$ cat src/rtl/sg_pkg.sv
// Shared definitions for the status write protector: bit positions of the
// status byte and the encoding of the two-bit protect-zone selector.
// Assumes an 8-bit status byte; positions are fixed by the readout layout.
package sg_pkg;

    localparam int STAT_W   = 8;
    localparam int POS_BUSY = 0;
    localparam int POS_WEL  = 1;
    localparam int POS_Z0   = 2;
    localparam int POS_Z1   = 3;
    localparam int POS_PEN  = 7;

    typedef enum logic [1:0] {
        ZONE_NONE    = 2'b00,
        ZONE_QUARTER = 2'b01,
        ZONE_HALF    = 2'b10,
        ZONE_ALL     = 2'b11
    } zone_e;

    // Assemble the readout byte; unused bits read as zero.
    function automatic logic [STAT_W-1:0] pack_status(
        input logic  pen,
        input zone_e zone,
        input logic  wel,
        input logic  busy
    );
        logic [STAT_W-1:0] b;
        b           = '0;
        b[POS_PEN]  = pen;
        b[POS_Z1]   = zone[1];
        b[POS_Z0]   = zone[0];
        b[POS_WEL]  = wel;
        b[POS_BUSY] = busy;
        return b;
    endfunction

endpackage

$ cat src/rtl/sg_enable_latch.sv
// Write-enable latch. Set by a set strobe, cleared by any clear event.
// Assumes strobes are single-cycle; a clear in the same cycle as a set wins.
module sg_enable_latch (
    input  logic clk,
    input  logic rst_n,
    input  logic set_i,
    input  logic clr_i,
    output logic wel_o
);

    logic wel_q;

    // Latch update: reset and clear dominate, then set, else hold.
    always_ff @(posedge clk) begin
        if (!rst_n)     wel_q <= 1'b0;
        else if (clr_i) wel_q <= 1'b0;
        else if (set_i) wel_q <= 1'b1;
    end

    assign wel_o = wel_q;

endmodule

$ cat src/rtl/sg_status_regs.sv
// Writable part of the status byte: protect-pin enable flag and zone selector.
// Assumes wr_en_i is already qualified by the permission logic; bits of the
// offered value outside those fields are dropped here.
module sg_status_regs
    import sg_pkg::*;
(
    input  logic              clk,
    input  logic              rst_n,
    input  logic              wr_en_i,
    input  logic [STAT_W-1:0] wdata_i,
    output logic              pen_o,
    output zone_e             zone_o
);

    logic  pen_q;
    zone_e zone_q;

    // Load the enable flag and zone selector on an accepted write.
    always_ff @(posedge clk) begin
        if (!rst_n) begin
            pen_q  <= 1'b0;
            zone_q <= ZONE_NONE;
        end else if (wr_en_i) begin
            pen_q  <= wdata_i[POS_PEN];
            zone_q <= zone_e'({wdata_i[POS_Z1], wdata_i[POS_Z0]});
        end
    end

    assign pen_o  = pen_q;
    assign zone_o = zone_q;

endmodule

$ cat src/rtl/sg_pin_guard.sv
// Hardware lock from the active-low protect pin, gated by the enable flag.
// While busy_i is high the lock is frozen at its value from the cycle before
// busy rose, so pin movement cannot disturb a running write.
module sg_pin_guard (
    input  logic clk,
    input  logic rst_n,
    input  logic pen_i,
    input  logic wp_n_i,
    input  logic busy_i,
    output logic lock_o
);

    logic live_lock;
    logic lock_q;

    // Live lock: pin low counts only when the enable flag is set.
    always_comb live_lock = pen_i & ~wp_n_i;

    // Selected lock: frozen copy while busy, live value otherwise.
    always_comb lock_o = busy_i ? lock_q : live_lock;

    // Remember the selected lock so a busy period keeps the pre-busy value.
    always_ff @(posedge clk) begin
        if (!rst_n) lock_q <= 1'b0;
        else        lock_q <= lock_o;
    end

endmodule

$ cat src/rtl/sg_zone_decode.sv
// Decodes the two-bit zone selector against an address: none, upper quarter,
// upper half or whole space. Assumes ADDR_W >= 2; the zone edges are taken
// from the top one or two address bits, so they scale with ADDR_W.
module sg_zone_decode
    import sg_pkg::*;
#(
    parameter int ADDR_W = 11
) (
    input  zone_e             zone_i,
    input  logic [ADDR_W-1:0] addr_i,
    output logic              locked_o
);

    localparam int TOP = ADDR_W - 1;

    logic upper_half;
    logic upper_quarter;

    // Region membership from the most significant address bits.
    always_comb begin
        upper_half    = addr_i[TOP];
        upper_quarter = addr_i[TOP] & addr_i[TOP-1];
    end

    // Map the selector onto the matching region.
    always_comb begin
        unique case (zone_i)
            ZONE_NONE:    locked_o = 1'b0;
            ZONE_QUARTER: locked_o = upper_quarter;
            ZONE_HALF:    locked_o = upper_half;
            ZONE_ALL:     locked_o = 1'b1;
            default:      locked_o = 1'b1;
        endcase
    end

endmodule

$ cat src/rtl/status_guard.sv
// Status register write protector. Holds the status byte, decides whether a
// status write is accepted and whether an address sits in a protected zone.
// Assumes single-cycle command strobes from a decoder; non-volatile fields are
// plain registers with synchronous active-low reset.
module status_guard
    import sg_pkg::*;
#(
    parameter int ADDR_W = 11
) (
    input  logic              clk,
    input  logic              rst_n,
    input  logic              wel_set_i,
    input  logic              wel_clr_i,
    input  logic              sr_wr_i,
    input  logic [STAT_W-1:0] sr_wdata_i,
    input  logic              busy_i,
    input  logic              wp_n_i,
    input  logic [ADDR_W-1:0] chk_addr_i,
    input  logic              wr_done_i,
    output logic [STAT_W-1:0] status_o,
    output logic              addr_locked_o,
    output logic              sr_wr_ok_o
);

    logic  wel;
    logic  pen;
    zone_e zone;
    logic  pin_lock;
    logic  sr_accept;
    logic  wel_drop;

    // Permission and accept qualification for status writes.
    always_comb begin
        sr_wr_ok_o = wel & ~pin_lock;
        sr_accept  = sr_wr_i & sr_wr_ok_o;
        wel_drop   = wel_clr_i | wr_done_i | sr_accept;
    end

    sg_enable_latch u_wel (
        .clk   (clk),
        .rst_n (rst_n),
        .set_i (wel_set_i),
        .clr_i (wel_drop),
        .wel_o (wel)
    );

    sg_status_regs u_regs (
        .clk     (clk),
        .rst_n   (rst_n),
        .wr_en_i (sr_accept),
        .wdata_i (sr_wdata_i),
        .pen_o   (pen),
        .zone_o  (zone)
    );

    sg_pin_guard u_pin (
        .clk    (clk),
        .rst_n  (rst_n),
        .pen_i  (pen),
        .wp_n_i (wp_n_i),
        .busy_i (busy_i),
        .lock_o (pin_lock)
    );

    sg_zone_decode #(.ADDR_W(ADDR_W)) u_zone (
        .zone_i   (zone),
        .addr_i   (chk_addr_i),
        .locked_o (addr_locked_o)
    );

    // Readout byte, busy bit passed straight through.
    always_comb status_o = pack_status(pen, zone, wel, busy_i);

endmodule

$ cat config.mk
export PLATFORM = sky130hd
export DESIGN_NAME = status_guard
export DESIGN_NICKNAME = d
export VERILOG_FILES = /design/src/rtl/sg_pkg.sv /design/src/rtl/sg_enable_latch.sv /design/src/rtl/sg_status_regs.sv /design/src/rtl/sg_pin_guard.sv /design/src/rtl/sg_zone_decode.sv /design/src/rtl/status_guard.sv
export SDC_FILE = /design/constraint.sdc
export NUM_CORES = 1
export LEC_CHECK = 0
export ABC_AREA = 1
export BUFFER_PORTS_ARGS = -buffer_cell sky130_fd_sc_hd__buf_2
export CORE_AREA = 2 2 39 41
export DETAILED_ROUTE_END_ITERATION = 12
export DIE_AREA = 0 0 41 43
export GPL_TIMING_DRIVEN = 0
export PLACE_DENSITY = 0.59
export SETUP_SLACK_MARGIN = 0.4
export SYNTH_ARGS = -nofsm -noshare
export SYNTH_HDL_FRONTEND = slang
export SYNTH_SLANG_ARGS = --single-unit
$ cat constraint.sdc
create_clock -name clk -period 0.8 [get_ports clk]
set_input_delay 0.12 -clock clk [delete_from_list [all_inputs] [get_ports clk]]
set_output_delay 0.12 -clock clk [all_outputs]
set_load 0.02 [all_outputs]
==> results of run 1 <==
critical path, stage by stage (launching register included):
cell and delay [ns]:
dfxtp_2 0.35, nand3_4 0.07, and3_4 0.15, buf_6 0.12
registers in the layout (all words and copies together) (netlist names):
register,flops
u_regs.pen_o,1
u_pin.lock_q,1
u_wel.wel_o,1
u_regs.zone_o,2
placed cells by master, fill, tap and decap left out, drive strengths merged:
cell type,Yosys,layout
o211ai,1,1
clkbuf,0,4
a21oi,1,1
inv,7,7
buf,6,34
nor2,6,6
nand3,2,2
conb,1,3
o21ai,1,1
nor3,1,1
dfxtp,5,5
nand2,8,8
nand4,1,1
and3,1,1
final cells by class:
class	count	area [um^2]
repair buffers	28	228
plain buffers	6	56.3
fillers	137	761
flip-flops and latches	5	113
inverters	7	26.3
clock buffers	4	26.3
multi-input cells	25	154
well taps	16	20.0
cell usage after synthesis, drive strengths merged:
master	number
a21oi	1
buf	6
inv	7
nor3	1
dfxtp	5
o211ai	1
conb	1
nor2	6
o21ai	1
nand4	1
and3	1
nand2	8
nand3	2
final timing paths:
path | start | to | slack [ns] | cells past startpoint
worst max-delay path | u_regs.pen_o$_SDFFE_PN0P_ | sr_wr_ok_o | -0.24 | 3
worst min-delay path | wel_set_i | u_wel.wel_o$_SDFFE_PP0P_ | 0.11 | 3
worst max register to register | u_regs.pen_o$_SDFFE_PN0P_ | u_regs.pen_o$_SDFFE_PN0P_ | -0.22 | 7
worst min register to register | u_regs.zone_o[1]$_SDFFE_PN0P_ | u_regs.zone_o[1]$_SDFFE_PN0P_ | 0.55 | 4
per-layer routing:
metal | vias up | wire (um) | share of wire (%)
li1 | 188 | - | -
met3 | 0 | 48 | 7.1
met4 | 0 | 0 | 0
met5 | - | 0 | 0
met1 | 149 | 265 | 39
met2 | 11 | 361 | 54
cells by family (layout without fill, tap and decap cells):
kind of cell | after synthesis | count (layout) | synth area share, %
AOI/OAI and AO/OA | 3 | 3 | 5.96
DFF | 5 | 5 | 34.0
buffers and inverters | 13 | 45 | 24.3
and+or+nand+nor | 19 | 19 | 34.5
other | 1 | 3 | 1.28
timing repair:
action,CTS,global route
endpoints found under the setup margin,12,12
resized for setup,22,3
pin swaps,3,0
setup buffers,5,4
stage by stage:
| step | setup WS (ns) | setup TNS (ns) | util, % |
|---|---|---|---|
| final | -0.240 | -1.90 | 45.0 |
| after global routing | -0.285 | -2.42 | 45.0 |
| after CTS | -0.257 | -1.41 | 42.1 |
| after detailed placement | -0.0657 | -0.170 | 31.7 |
| after global placement | -0.0648 | -0.139 | 31.7 |
| after floorplan | 0.0368 | 0 | - |
where the power goes:
part / internal, uW / switching, uW
clock: 188 / 93.5
sequential: 249 / 5.82
combinational: 83.7 / 66.0
==> impl_summary.txt, run 1 <==
----------------------------------------------------
[Floorplanning]
  CORE AREA ... 1380 um^2
  Y dimension of the die ... 43 um
  Effective utilization at floorplan ... 21.2%
  # IOs ... 37
  Die X-Extent ... 41 um
  Full die area ... 1760 um^2
  Number of placement rows ... 14

[Clock tree]
  H-tree depth reported by CTS ... 1
  Clock input transition at the sequential cells of the worst setup and hold paths ... 0.04 ns
  Clock Root Buffer ... clkbuf_4
  Clock tree from TritonCTS ... built
  Number of buffers added to fix hold violations after cts ... 0
  Clock latency on the worst-skew pair ... 0.23 ns
  Number of clock sinks ... 5
  Number of buffers created by CTS ... 3
  Bufs on Longest Clock Path ... 2

[Synth]
  Portion of the post-synthesis area used by sequential elements ... 34.0%
  Most area-hungry cell type in the Yosys netlist ... dfxtp_1
  Post-synthesis area per instance ... approximately 7 um^2
  Fraction of synthesized cell area taken by the top area cell type ... 34.0%
  Number of instances in the synthesized netlist ... 41
  Summed instance area of the synthesized netlist ... 294 um^2
  Synth warn ... 0
  Leading post-synthesis cells by cell area ... dfxtp_1 (34%), buf_4 (15%), nand2_1 (10%)
  Distinct cell type count of the synthesized netlist ... 14
  Flop and latch count out of synthesis ... 5

[Layout]
  Final net count ... 103
  Final Instance Count excl. Fillers ... a little over 90
  Share of post-route cells with drive strength above 1 ... 64.0%
  Antenna diode count ... 0
  Fin area ... 623 um^2
  Area added between synthesis and finish ... 112%

[Routing]
  Count of vias placed by the detailed router ... 348
  Post-detailed-route via-to-cell ratio ... 3.82
  DRC viols ... 0
  Detailed Routing Iterations Pass 1 ... 2
  Post-DRT Antenna Nets ... 0
  Starting DRC count in detailed routing ... 1
  Per-cell routed wire length ... 7.41 um
  DRT Wirelength ... ~670 um

[STA]
  Setup clock skew after layout ... 0.00226 ns
  Maximum achievable frequency ... 962 MHz
  Clock period minus worst slack ... 1.04 ns
  Hold Slack ... 0.106 ns
  Max Transition Viols Final ... 0
  Worst setup margin ... -0.240 ns
  Endpoints failing setup ... 11
  Final Hold Vio Count ... 0
  RSZ-0062 raised after global routing ... yes
  Post-route clock period utilization ... 130%

[Power]
  Maximum vdd ir drop ... around 0.57 mV
  Overall Power ... 686 uW
  Power per Cell Area ... 1100 nW/um^2
  Reported leakage power ... 0.000331 uW

[Worst hold path]
  Type of the worst min-delay path ... input pin to register

[Critical path]
  CP startpoint kind ... register
  Highest fanout seen on the critical path ... 2
  Kind of end point of the critical path ... output pin
  Crit Path Category ... register to output pin
  Worst Path Arrival ... 0.92 ns
  Required time at the endpoint of the critical path ... approximately 0.68 ns

[Place]
  RD Place Congestion ... between 0.6 and 0.7
  I/O Buffers ... 19
  Dpl cell area ... 439 um^2
  Cell total after placement ... 78
  HPWL reported at the end of detailed placement ... 489 um

[Status]
  Violations in the final reports ... negative setup slack
  Status ... complete, but fails checks

[Global route]
  Global Route met1 Usage ... 8.33%
  Initial antenna violation count ... 0
  Fraction of met3 tracks used by global routing ... 4.71%
  Most utilized layer in the global route result ... met2
  Remaining global-route overflow ... 0
  Largest net degree at the start of global routing ... 8
  Number of global-route vias before repair ... 257
  GR Layer Usage met2 ... 13.4%
  First-pass GRT wire length ... 993 um
  Overall routing resource usage ... slightly below 9%

[Job]
  Max-cap violations ... 0

----------------------------------------------------
(Power assumes the default switching activity.)
==> run 2, diff against run 1 <==
--- a/config.mk
+++ b/config.mk
@@ -7,11 +7,14 @@
 export LEC_CHECK = 0
 export ABC_AREA = 1
 export BUFFER_PORTS_ARGS = -buffer_cell sky130_fd_sc_hd__buf_2
-export CORE_AREA = 2 2 39 41
+export CELL_PAD_IN_SITES_DETAIL_PLACEMENT = 1
+export CELL_PAD_IN_SITES_GLOBAL_PLACEMENT = 2
+export CORE_MARGIN = 2
+export CORE_UTILIZATION = 11
 export DETAILED_ROUTE_END_ITERATION = 12
-export DIE_AREA = 0 0 41 43
 export GPL_TIMING_DRIVEN = 0
-export PLACE_DENSITY = 0.59
+export PLACE_DENSITY = 0.67
+export REMOVE_ABC_BUFFERS = 1
 export SETUP_SLACK_MARGIN = 0.4
 export SYNTH_ARGS = -nofsm -noshare
 export SYNTH_HDL_FRONTEND = slang
==> run 2 against run 1 <==
- the run still ends with negative setup slack left
- die area rose by 76%
- sequential share of layout area rose by 1.2 points
- largest power group unchanged
- combinational power fell by 16%
- via count fell by 2.3%
- clock power rose by 8.2%
- design area fell by 9.2%
- register-to-register slack improved by 0.05 ns
- sequential power rose by 2%
- worst setup slack got worse by 0.0087 ns
==> impl_summary.txt, run 2 (synthesis results as in run 1) <==
----------------------------------------------------
[Power]
  Maximum vdd ir drop ... 0.314 mV
  Overall Power ... 689 uW
  Reported leakage power ... 0.000288 uW
  Power per Cell Area ... 1220 nW/um^2

[Floorplanning]
  Number of placement rows ... 18
  Effective utilization at floorplan ... between 10% and 20%
  # IOs ... 37
  Y dimension of the die ... 55.7 um
  Full die area ... about 3100 um^2
  CORE AREA ... 2500 um^2
  Die X-Extent ... about 56 um

[Clock tree]
  Clock latency on the worst-skew pair ... approximately 0.25 ns
  Bufs on Longest Clock Path ... 2
  Number of buffers created by CTS ... 3
  Clock Root Buffer ... clkbuf_4
  Clock tree from TritonCTS ... built
  Number of clock sinks ... 5
  Number of buffers added to fix hold violations after cts ... 0
  Clock input transition at the sequential cells of the worst setup and hold paths ... 0.05 ns
  H-tree depth reported by CTS ... 1

[STA]
  Clock period minus worst slack ... 1.05 ns
  Hold Slack ... between 0.09 and 0.1 ns
  Setup clock skew after layout ... 0.00275 ns
  Post-route clock period utilization ... 131%
  RSZ-0062 raised after global routing ... yes
  Maximum achievable frequency ... about 950 MHz
  Total negative slack ... -1.43 ns
  Worst setup margin ... -0.248 ns
  Final Hold Vio Count ... 0
  Endpoints failing setup ... 10
  Max Transition Viols Final ... 0

[Routing]
  Post-detailed-route via-to-cell ratio ... 3.51
  Detailed-routed wire length on met3 ... 80 um
  Top Metal Used ... met3
  Routed length on met1 ... 324 um
  Count of vias placed by the detailed router ... 340
  DRC viols ... 0
  Per-cell routed wire length ... between 9 and 10 um
  Post-DRT Antenna Nets ... 0
  DRT Wirelength ... 901 um
  Routed met2 length ... between 400 and 500 um
  Detailed Routing Iterations Pass 1 ... 2
  Starting DRC count in detailed routing ... 1

[Global route]
  Largest net degree at the start of global routing ... 8
  Remaining global-route overflow ... 0
  Overall routing resource usage ... under 10%
  Number of global-route vias before repair ... approximately 330
  Initial antenna violation count ... 0
  First-pass GRT wire length ... 1480 um

[Layout]
  Area added between synthesis and finish ... 92.3%
  Final Util ... 22.6%
  Final net count ... 95
  Most frequent cells in the layout ... buf_2 (11), buf_6 (10), nand2_1 (7), inv_1 (7), nor2_1 (5)
  Antenna diode count ... 0
  Most common library cell in the layout ignoring fill and taps ... buf_2
  Share of post-route cells with drive strength above 1 ... around 61%
  Final Instance Count excl. Fillers ... 97
  Largest register FFs ... 2

[Critical path]
  Kind of end point of the critical path ... output pin
  Highest fanout seen on the critical path ... 2
  Crit Path Category ... register to output pin
  CP startpoint kind ... register
  Required time at the endpoint of the critical path ... between 0.6 and 0.7 ns
  Worst Path Arrival ... 0.93 ns

[Place]
  I/O Buffers ... 19
  Cell total after placement ... 86
  RD Place Congestion ... 0.685
  HPWL reported at the end of detailed placement ... roughly 630 um

[Status]
  Violations in the final reports ... negative setup slack
  Status ... complete, but fails checks

[Worst hold path]
  Type of the worst min-delay path ... input pin to register

[Job]
  Max-cap violations ... 0

----------------------------------------------------
## run 2: metrics by stage
| step | setup slack, ns | cell area (um^2) |
|---|---|---|
| floorplan | -0.147 | 256 |
| global placement | -0.137 | 389 |
| detailed placement | -0.158 | 389 |
| CTS | -0.265 | 542 |
| global route | -0.309 | 566 |
| finish | -0.248 | 566 |
## run 2: power breakdown
part	switching, uW	total (uW)	internal [uW]
Sequential	5.37	259	254
Clock	115	304	189
Combinational	64.1	126	61.7
Total	184	689	505
## run 2: layer usage
layer  vias to the layer above  GRT usage [%]
li1                        169              -
met1                       155           6.14
met2                        16           10.7
met3                         0           4.42
met4                         0           5.23
met5                         -              0
## run 2: repair_timing
item | CTS | global route
setup endpoints to repair | 12 | 12
pin swaps | 8 | 6
buffers inserted | 6 | 1
gates resized for setup | 28 | 5
## run 2: cell type report
| class | count | area, um^2 |
|---|---|---|
| multi-input cells | 25 | 154 |
| fillers | 311 | 1930 |
| well taps | 30 | 37.5 |
| repair buffers | 26 | 213 |
| inverters | 7 | 26.3 |
| clock buffers | 4 | 26.3 |
| flip-flops and latches | 5 | 109 |
## run 2: final timing paths
check                                                   start                             to  slack, ns  cells after the start
worst max-delay path                u_regs.pen_o$_SDFFE_PN0P_                     sr_wr_ok_o      -0.25                      3
worst min-delay path                            sr_wdata_i[2]  u_regs.zone_o[0]$_SDFFE_PN0P_        0.1                      3
worst max register to register        u_pin.lock_q$_SDFF_PN0_      u_regs.pen_o$_SDFFE_PN0P_      -0.17                      7
worst min register to register  u_regs.zone_o[1]$_SDFFE_PN0P_  u_regs.zone_o[1]$_SDFFE_PN0P_       0.55                      4
## run 2: worst max-delay path, stage by stage, from the launching register on
cell and delay, ns:
dfxtp_2 0.34, nand3_4 0.06, and3_4 0.15, buf_6 0.12
